File: config.mk
export PLATFORM = sky130hd
export DESIGN_NAME = exc_frame_seq
export DESIGN_NICKNAME = d
export VERILOG_FILES = /design/src/rtl/exc_frame_pkg.sv /design/src/rtl/exc_entry_calc.sv /design/src/rtl/exc_unwind_calc.sv /design/src/rtl/exc_seq_fsm.sv /design/src/rtl/exc_frame_seq.sv
export SDC_FILE = /design/constraint.sdc
export NUM_CORES = 1
export LEC_CHECK = 0
export ABC_AREA = 1
export BUFFER_PORTS_ARGS = -buffer_cell sky130_fd_sc_hd__buf_2
export CAP_MARGIN = 5
export CORE_MARGIN = 2
export CORE_UTILIZATION = 35
export CTS_CLUSTER_DIAMETER = 40
export DETAILED_ROUTE_END_ITERATION = 7
export GPL_TIMING_DRIVEN = 0
export SYNTH_ARGS = -nofsm -noshare
export SYNTH_HDL_FRONTEND = slang
export SYNTH_SLANG_ARGS = --single-unit
File: constraint.sdc
create_clock -name clk -period 2.7 [get_ports clk]
set_input_delay 0 -clock clk [delete_from_list [all_inputs] [get_ports clk]]
set_output_delay 0 -clock clk [all_outputs]
set_load 0.03 [all_outputs]
File: src/rtl/exc_frame_pkg.sv
// Package: shared state encoding and status-word / frame field positions
// for the exception frame sequencer. Assumes a 16-bit status word and a
// 32-bit address and data path.
package exc_frame_pkg;

    localparam int XLEN       = 32;
    localparam int SR_W       = 16;
    localparam int SR_S_BIT   = 13;   // supervisor
    localparam int SR_M_BIT   = 12;   // master / interrupt-state
    localparam int SR_IPL_LO  = 8;    // interrupt mask, low bit
    localparam int FMT_MARK   = 30;   // always-one marker in frame word
    localparam int FMT_MIS_LO = 28;   // saved SP misalignment
    localparam int FMT_VEC_LO = 16;   // vector offset position

    typedef enum logic [2:0] {
        ST_IDLE,
        ST_PUSH_RA,
        ST_PUSH_FMT,
        ST_FETCH_VEC,
        ST_POP_FMT,
        ST_POP_PC
    } seq_state_t;

endpackage

File: src/rtl/exc_entry_calc.sv
// Entry arithmetic: from a captured snapshot, computes the aligned push
// addresses, the packed format longword, the return address, the status
// word after entry and the handler fetch address. Purely combinational.
// Assumes EXC_W + 2 <= 12 so the vector offset stays below bit 28.
module exc_entry_calc
    import exc_frame_pkg::*;
#(
    parameter int EXC_W     = 8,
    parameter int IPL_W     = 3,
    parameter int TRAP_BASE = 32
) (
    input  logic [XLEN-1:0]  pc,
    input  logic [SR_W-1:0]  sr,
    input  logic [XLEN-1:0]  sp,
    input  logic [XLEN-1:0]  vbr,
    input  logic [EXC_W-1:0] num,
    input  logic             hw,
    input  logic [IPL_W-1:0] lvl,
    output logic [XLEN-1:0]  ra_addr,
    output logic [XLEN-1:0]  fw_addr,
    output logic [XLEN-1:0]  fmt_word,
    output logic [XLEN-1:0]  ret_addr,
    output logic [SR_W-1:0]  entry_sr,
    output logic [XLEN-1:0]  vec_addr
);

    localparam logic [EXC_W:0] TRAP_LO = (EXC_W+1)'(TRAP_BASE);
    localparam logic [EXC_W:0] TRAP_HI = (EXC_W+1)'(TRAP_BASE + 15);

    logic [XLEN-1:0] vec_off;
    logic [XLEN-1:0] sp_al;
    logic            is_trap;

    // Vector offset, stack realignment and trap-range decode.
    always_comb begin
        vec_off = XLEN'({num, 2'b00});
        sp_al   = {sp[XLEN-1:2], 2'b00};
        is_trap = !hw && ({1'b0, num} >= TRAP_LO) && ({1'b0, num} <= TRAP_HI);
    end

    // Frame contents and addresses.
    always_comb begin
        ra_addr  = sp_al - XLEN'(4);
        fw_addr  = sp_al - XLEN'(8);
        ret_addr = is_trap ? pc + XLEN'(2) : pc;
        vec_addr = vbr + vec_off;
        fmt_word = (XLEN'(1) << FMT_MARK)
                 | (XLEN'(sp[1:0]) << FMT_MIS_LO)
                 | (vec_off << FMT_VEC_LO)
                 | XLEN'(sr);
    end

    // Status word after entry: supervisor always, mask and M for interrupts.
    always_comb begin
        entry_sr = sr;
        entry_sr[SR_S_BIT] = 1'b1;
        if (hw) begin
            entry_sr[SR_IPL_LO +: IPL_W] = lvl;
            entry_sr[SR_M_BIT]           = 1'b0;
        end
    end

endmodule

File: src/rtl/exc_unwind_calc.sv
// Return arithmetic: from the stack pointer and the fields kept from the
// popped format longword, computes the PC pop address, restored status word
// and restored stack pointer. Purely combinational.
module exc_unwind_calc
    import exc_frame_pkg::*;
(
    input  logic [XLEN-1:0] sp,
    input  logic [SR_W-1:0] fmt_sr,
    input  logic [1:0]      fmt_mis,
    output logic [XLEN-1:0] pc_addr,
    output logic [SR_W-1:0] unwind_sr,
    output logic [XLEN-1:0] unwind_sp
);

    logic [XLEN-1:0] sum8;

    // Pop address for the PC and the restored SP with misalignment ORed back.
    always_comb begin
        pc_addr   = sp + XLEN'(4);
        sum8      = sp + XLEN'(8);
        unwind_sp = {sum8[XLEN-1:2], sum8[1:0] | fmt_mis};
        unwind_sr = fmt_sr;
    end

endmodule

File: src/rtl/exc_seq_fsm.sv
// Sequence controller: walks entry (push RA, push format, fetch vector) or
// return (pop format, pop PC), one memory access per state, advancing only
// on mem_ready. Entry wins when both requests arrive together. Requests are
// looked at only in the idle state.
module exc_seq_fsm
    import exc_frame_pkg::*;
(
    input  logic       clk,
    input  logic       rst_n,
    input  logic       entry_req,
    input  logic       return_req,
    input  logic       mem_ready,
    output seq_state_t state,
    output logic       accept,
    output logic       ack,
    output logic       last_ack
);

    seq_state_t nxt;

    // Request acceptance and handshake decode.
    always_comb begin
        accept   = (state == ST_IDLE) && (entry_req || return_req);
        ack      = (state != ST_IDLE) && mem_ready;
        last_ack = ack && (state == ST_FETCH_VEC || state == ST_POP_PC);
    end

    // Next-state selection.
    always_comb begin
        nxt = state;
        unique case (state)
            ST_IDLE:      if (entry_req) nxt = ST_PUSH_RA;
                          else if (return_req) nxt = ST_POP_FMT;
            ST_PUSH_RA:   if (ack) nxt = ST_PUSH_FMT;
            ST_PUSH_FMT:  if (ack) nxt = ST_FETCH_VEC;
            ST_FETCH_VEC: if (ack) nxt = ST_IDLE;
            ST_POP_FMT:   if (ack) nxt = ST_POP_PC;
            ST_POP_PC:    if (ack) nxt = ST_IDLE;
            default:      nxt = ST_IDLE;
        endcase
    end

    // State register.
    always_ff @(posedge clk) begin
        if (!rst_n) state <= ST_IDLE;
        else        state <= nxt;
    end


    busy_ignores_req_chk: assert property (@(posedge clk) disable iff (!rst_n)
        (state != ST_IDLE && !ack) |=> $stable(state));

endmodule

File: src/rtl/exc_frame_seq.sv
// Top: exception frame entry/return sequencer. Captures the core's state on
// an accepted request, drives one longword access at a time on the memory
// port and presents new PC/SR/SP with a one-cycle done pulse and stack-bank
// strobe. Assumes the memory holds mem_rdata valid in the mem_ready cycle.
module exc_frame_seq
    import exc_frame_pkg::*;
#(
    parameter int EXC_W     = 8,
    parameter int IPL_W     = 3,
    parameter int TRAP_BASE = 32
) (
    input  logic             clk,
    input  logic             rst_n,
    input  logic             entry_req,
    input  logic             return_req,
    input  logic             hw_irq,
    input  logic [EXC_W-1:0] exc_num,
    input  logic [IPL_W-1:0] irq_level,
    input  logic [31:0]      cur_pc,
    input  logic [15:0]      cur_sr,
    input  logic [31:0]      cur_sp,
    input  logic [31:0]      vbr,
    output logic             mem_req,
    output logic             mem_we,
    output logic [31:0]      mem_addr,
    output logic [31:0]      mem_wdata,
    input  logic [31:0]      mem_rdata,
    input  logic             mem_ready,
    output logic [31:0]      new_pc,
    output logic [15:0]      new_sr,
    output logic [31:0]      new_sp,
    output logic             sp_bank_swap,
    output logic             done,
    output logic             busy
);

    seq_state_t       state;
    logic             accept, ack, last_ack;
    logic [XLEN-1:0]  snap_pc, snap_sp, snap_vbr;
    logic [SR_W-1:0]  snap_sr;
    logic [EXC_W-1:0] snap_num;
    logic             snap_hw;
    logic [IPL_W-1:0] snap_lvl;
    logic             seq_is_entry;
    logic [SR_W-1:0]  pop_sr;
    logic [1:0]       pop_mis;
    logic [XLEN-1:0]  ra_addr, fw_addr, fmt_word, ret_addr, vec_addr;
    logic [SR_W-1:0]  entry_sr;
    logic [XLEN-1:0]  pc_addr, unwind_sp;
    logic [SR_W-1:0]  unwind_sr;

    exc_seq_fsm u_fsm (
        .clk        (clk),
        .rst_n      (rst_n),
        .entry_req  (entry_req),
        .return_req (return_req),
        .mem_ready  (mem_ready),
        .state      (state),
        .accept     (accept),
        .ack        (ack),
        .last_ack   (last_ack)
    );

    exc_entry_calc #(
        .EXC_W     (EXC_W),
        .IPL_W     (IPL_W),
        .TRAP_BASE (TRAP_BASE)
    ) u_entry (
        .pc       (snap_pc),
        .sr       (snap_sr),
        .sp       (snap_sp),
        .vbr      (snap_vbr),
        .num      (snap_num),
        .hw       (snap_hw),
        .lvl      (snap_lvl),
        .ra_addr  (ra_addr),
        .fw_addr  (fw_addr),
        .fmt_word (fmt_word),
        .ret_addr (ret_addr),
        .entry_sr (entry_sr),
        .vec_addr (vec_addr)
    );

    exc_unwind_calc u_unwind (
        .sp        (snap_sp),
        .fmt_sr    (pop_sr),
        .fmt_mis   (pop_mis),
        .pc_addr   (pc_addr),
        .unwind_sr (unwind_sr),
        .unwind_sp (unwind_sp)
    );

    // Snapshot of the core's state at acceptance; frozen for the sequence.
    always_ff @(posedge clk) begin
        if (!rst_n) begin
            snap_pc      <= '0;
            snap_sr      <= '0;
            snap_sp      <= '0;
            snap_vbr     <= '0;
            snap_num     <= '0;
            snap_hw      <= 1'b0;
            snap_lvl     <= '0;
            seq_is_entry <= 1'b0;
        end else if (accept) begin
            snap_pc      <= cur_pc;
            snap_sr      <= cur_sr;
            snap_sp      <= cur_sp;
            snap_vbr     <= vbr;
            snap_num     <= exc_num;
            snap_hw      <= hw_irq;
            snap_lvl     <= irq_level;
            seq_is_entry <= entry_req;
        end
    end

    // Keep the fields of the popped format longword that the return needs.
    always_ff @(posedge clk) begin
        if (!rst_n) begin
            pop_sr  <= '0;
            pop_mis <= '0;
        end else if (ack && state == ST_POP_FMT) begin
            pop_sr  <= mem_rdata[SR_W-1:0];
            pop_mis <= mem_rdata[FMT_MIS_LO +: 2];
        end
    end

    // Memory port: address, direction and data for the current state.
    always_comb begin
        mem_req   = (state != ST_IDLE);
        mem_we    = 1'b0;
        mem_addr  = '0;
        mem_wdata = '0;
        unique case (state)
            ST_PUSH_RA:   begin mem_we = 1'b1; mem_addr = ra_addr; mem_wdata = ret_addr; end
            ST_PUSH_FMT:  begin mem_we = 1'b1; mem_addr = fw_addr; mem_wdata = fmt_word; end
            ST_FETCH_VEC: mem_addr = vec_addr;
            ST_POP_FMT:   mem_addr = snap_sp;
            ST_POP_PC:    mem_addr = pc_addr;
            default:      mem_addr = '0;
        endcase
        busy = mem_req;
    end

    // Result registers and the done / bank-swap pulses.
    always_ff @(posedge clk) begin
        if (!rst_n) begin
            new_pc       <= '0;
            new_sr       <= '0;
            new_sp       <= '0;
            done         <= 1'b0;
            sp_bank_swap <= 1'b0;
        end else begin
            done         <= last_ack;
            sp_bank_swap <= last_ack;
            if (last_ack) begin
                new_pc <= mem_rdata;
                new_sr <= seq_is_entry ? entry_sr : unwind_sr;
                new_sp <= seq_is_entry ? fw_addr  : unwind_sp;
            end
        end
    end


    mem_req_hold_chk: assert property (@(posedge clk) disable iff (!rst_n)
        (mem_req && !mem_ready) |=> (mem_req && $stable(mem_addr)
                                     && $stable(mem_we) && $stable(mem_wdata)));


    done_single_chk: assert property (@(posedge clk) disable iff (!rst_n)
        done |=> !done);


    entry_write_align_chk: assert property (@(posedge clk) disable iff (!rst_n)
        (mem_req && mem_we) |-> (mem_addr[1:0] == 2'b00));


    entry_super_chk: assert property (@(posedge clk) disable iff (!rst_n)
        (done && seq_is_entry) |-> new_sr[SR_S_BIT]);


    return_no_write_chk: assert property (@(posedge clk) disable iff (!rst_n)
        (mem_req && !seq_is_entry) |-> !mem_we);

endmodule

==> flow_summary.ini <==
[cells_and_area]
layout-drive-gt1-share = 0.223
nets = 3289
syn_to_final_growth_pct = 45.9
num-fill-cells = 4408

[drt]
vias_per_cell = 5.27
dr.max_layer_used = met4
ant_nets = 0
drc = 0
met1_length_mm = 32.0
first_pass_iters = 6
met3WireLength_mm = 5.54
dr_wl_met2_mm = 35.4
wl_per_cell_um = 20.5
drt_wl_total_mm = 75.9
drt_iter0_drc = 1773
num_vias = 19532

[sta]
worstMarginPinSlew_ns = 1.15
max_slew_margin = 0.235
finalHoldViolCount = 0
fmax_mhz = 314
rsz0062_at_grt = yes
fin_crit_ns = 3.19
slew_violations = 0
whs_ns = 0.205
fin_crit_sh = 1.18
clock_skew_ns = 0.0167
setup_viol = 61
fin_ws_ns = -0.487

[yosys]
async_reset_ff_frac = 0
synthFlopType = dfxtp_1
synth_top_area_share = 0.300
synth_seq_cells = 227
synth_nets = 2749
syn_avg_cell_area_sq_um = 5.96
yosysUniqueCellTypes = 44
synth_edf_count = 0
synth_warnings = 0
yosysTopAreaCell = dfxtp_1
synth-seq-area-share = 0.300
netlist_area_sq_um = 15200
synth_top_cells_by_area = dfxtp_1 (30%), nand2_1 (17%), o21ai_0 (8.6%)
syn_inst = 2543

[die]
start_util = 0.353
io_pins = 310
fp.dieW_um = 212
core_sq_um = 42900
die-area_sq_um = 45000
rows = 76
die_h_um = 212

[worst_setup_path]
cp-startpoint = u_fsm.state[1]
endpoint_kind = output pin
setup.worst_path.start_class = register
required_ns = 2.70
critPathMaxFanout = 10
arrival_ns = 3.19
critPathKind = register to output pin
r2r-start = snap_sp[4]

[pwr]
peakVddDrop_mv = 0.546
finalPower_w = 0.0279
p_per_area_nw_per_um2 = 1260
p_leak_nw = 9.96

[clock_network]
cts.clk_slew.worst_paths_ns = 0.05
htreeDepth = 2
clockRootBuffer = clkbuf_16
clock_latency_ns = 0.57
cts_buffers = 43
cts_tree = built
clock_path_buffers = 3
cts.sinks = 227

[global_routing]
grt_max_degree = 17
grt_overflow_total = 0
track_usage = 0.327
grt_first_pass_wirelength_mm = 110
grt_pass1_vias = 18447
antenna_found_initial = 2

[min_path]
worstHoldStart = return_req
hold_path.class = input port to register

[outcome]
violations = negative setup slack
status = finished, violations left

[flow_run]
cap_viol_max_count = 0

[placement]
place_hpwl_mm = 58.8
port_buffers = 308
gp_congestion = 0.986
final timing paths:
| kind | slack (ns) | endpoint | cells after the start |
|---|---|---|---|
| worst min register to register | 0.45 | snap_vbr[9] | 2 |
| worst max-delay path | -0.49 | mem_wdata[1] | 8 |
| worst min-delay path | 0.20 | snap_sr[3] | 5 |
| worst max register to register | 0.21 | new_sp[17] | 10 |
placed cells by master, fill, tap and decap left out, types with 26 or more instances in the layout:
cell	instances
nand2_1	589
buf_2	318
inv_1	287
nor2_1	280
o21ai_0	249
dfxtp_1	222
nand3_1	194
a21oi_1	192
dlygate4sd3_1	159
clkbuf_1	68
nand2_2	59
clkbuf_16	45
nand4_1	34
buf_4	29
buf_6	29
ha_4	28
xor2_1	26
cells in the mapped netlist, types with 2 or more instances:
cell type,count
nand2_1,667
nor2_1,308
inv_1,304
o21ai_0,262
dfxtp_1,227
nand3_1,216
a21oi_1,207
clkbuf_1,69
ha_1,43
buf_2,35
nand4_1,34
nor3_1,27
xor2_1,26
a31oi_1,21
o22ai_1,12
o211ai_1,11
nand3b_1,9
inv_2,8
buf_4,7
o21bai_1,5
or2_2,5
nor2_2,4
o21ai_1,4
o2111ai_1,3
xnor2_1,3
and2_1,2
buf_6,2
clkinv_1,2
fa_1,2
nand2_2,2
nor2_4,2
o31ai_1,2
worst max-delay path, cell delays in order, from the launching register on:
cell and delay [ns]:
dfxtp_4 0.35, buf_4 0.15, nor2_2 0.55, inv_2 0.23, nor2_4 0.30, buf_2 0.36, o21ai_0 0.15, o22ai_1 0.25
buf_2 0.27
through the flow:
stage               setup WS (ns)  utilization  cell area (sq um)  setup TNS, ns  instances
finish                     -0.487        0.516              22100         -16.17       3705
global route               -0.522        0.515              22100         -21.77       3703
CTS                        -0.385        0.506              21700         -12.79       3695
detailed placement         -0.848        0.406              17400         -19.65       3436
global placement           -0.785        0.406              17400         -18.16       3436
floorplan                 -0.0283            -              15200        -0.0283       2543
timing repair:
action	CTS	global route
setup endpoints to repair	61	63
hold buffers	159	0
gates resized for setup	267	87
setup buffers	19	7
hold endpoints to repair	181	0
pin swaps	52	49
cloned	1	1
sequential cells by signal, indices dropped and copies added (netlist names):
register      count
new_pc           32
snap_pc          32
snap_num          8
seq_is_entry      1
new_sr           16
snap_lvl          3
pop_mis           2
pop_sr           16
snap_sr          16
u_fsm.state       3
done              1
snap_vbr         32
snap_hw           1
snap_sp          32
new_sp           32
cell families (layout without fill, tap and decap cells):
| logic type | count (synthesis) | after routing | synth area share |
|---|---|---|---|
| AND/OR/NAND/NOR | 1279 | 1279 | 0.349 |
| AO/OA/AOI/OAI | 534 | 534 | 0.185 |
| buffers and inverters | 429 | 1004 | 0.112 |
| flip-flops | 227 | 227 | 0.300 |
| adder cells (fa/ha/maj) | 45 | 45 | 0.0381 |
| XOR/XNOR | 29 | 29 | 0.0168 |
| other | 0 | 2 | 0 |
power breakdown:
| part | internal, W | total [W] | switching (W) | leakage, nW |
|---|---|---|---|---|
| combinational | 0.00559 | 0.0168 | 0.0112 | 7.39 |
| clock | 0.00348 | 0.00549 | 0.00201 | 0.702 |
| sequential | 0.00434 | 0.00555 | 0.00122 | 1.86 |
cell type report:
type	instances	area [sq um]	share of cell area
multi-input combinational	1887	10100	0.455
sequential	227	4560	0.206
timing repair buffer	494	3560	0.161
inverter	314	1190	0.0540
clock buffer	49	1150	0.0520
tap	585	732	0.0331
buffer	115	532	0.0240
clock inverter	31	323	0.0146
timing repair inverter	1	7.51	0.000340
antenna	2	5.00	0.000226
metal layers:
layer,GRT usage,vias to the layer above
met2,0.549,833
met4,0.123,0
met1,0.424,9179
met5,0,-
met3,0.0490,153
li1,-,9367
No activity file was read; power rests on OpenSTA's default activity.
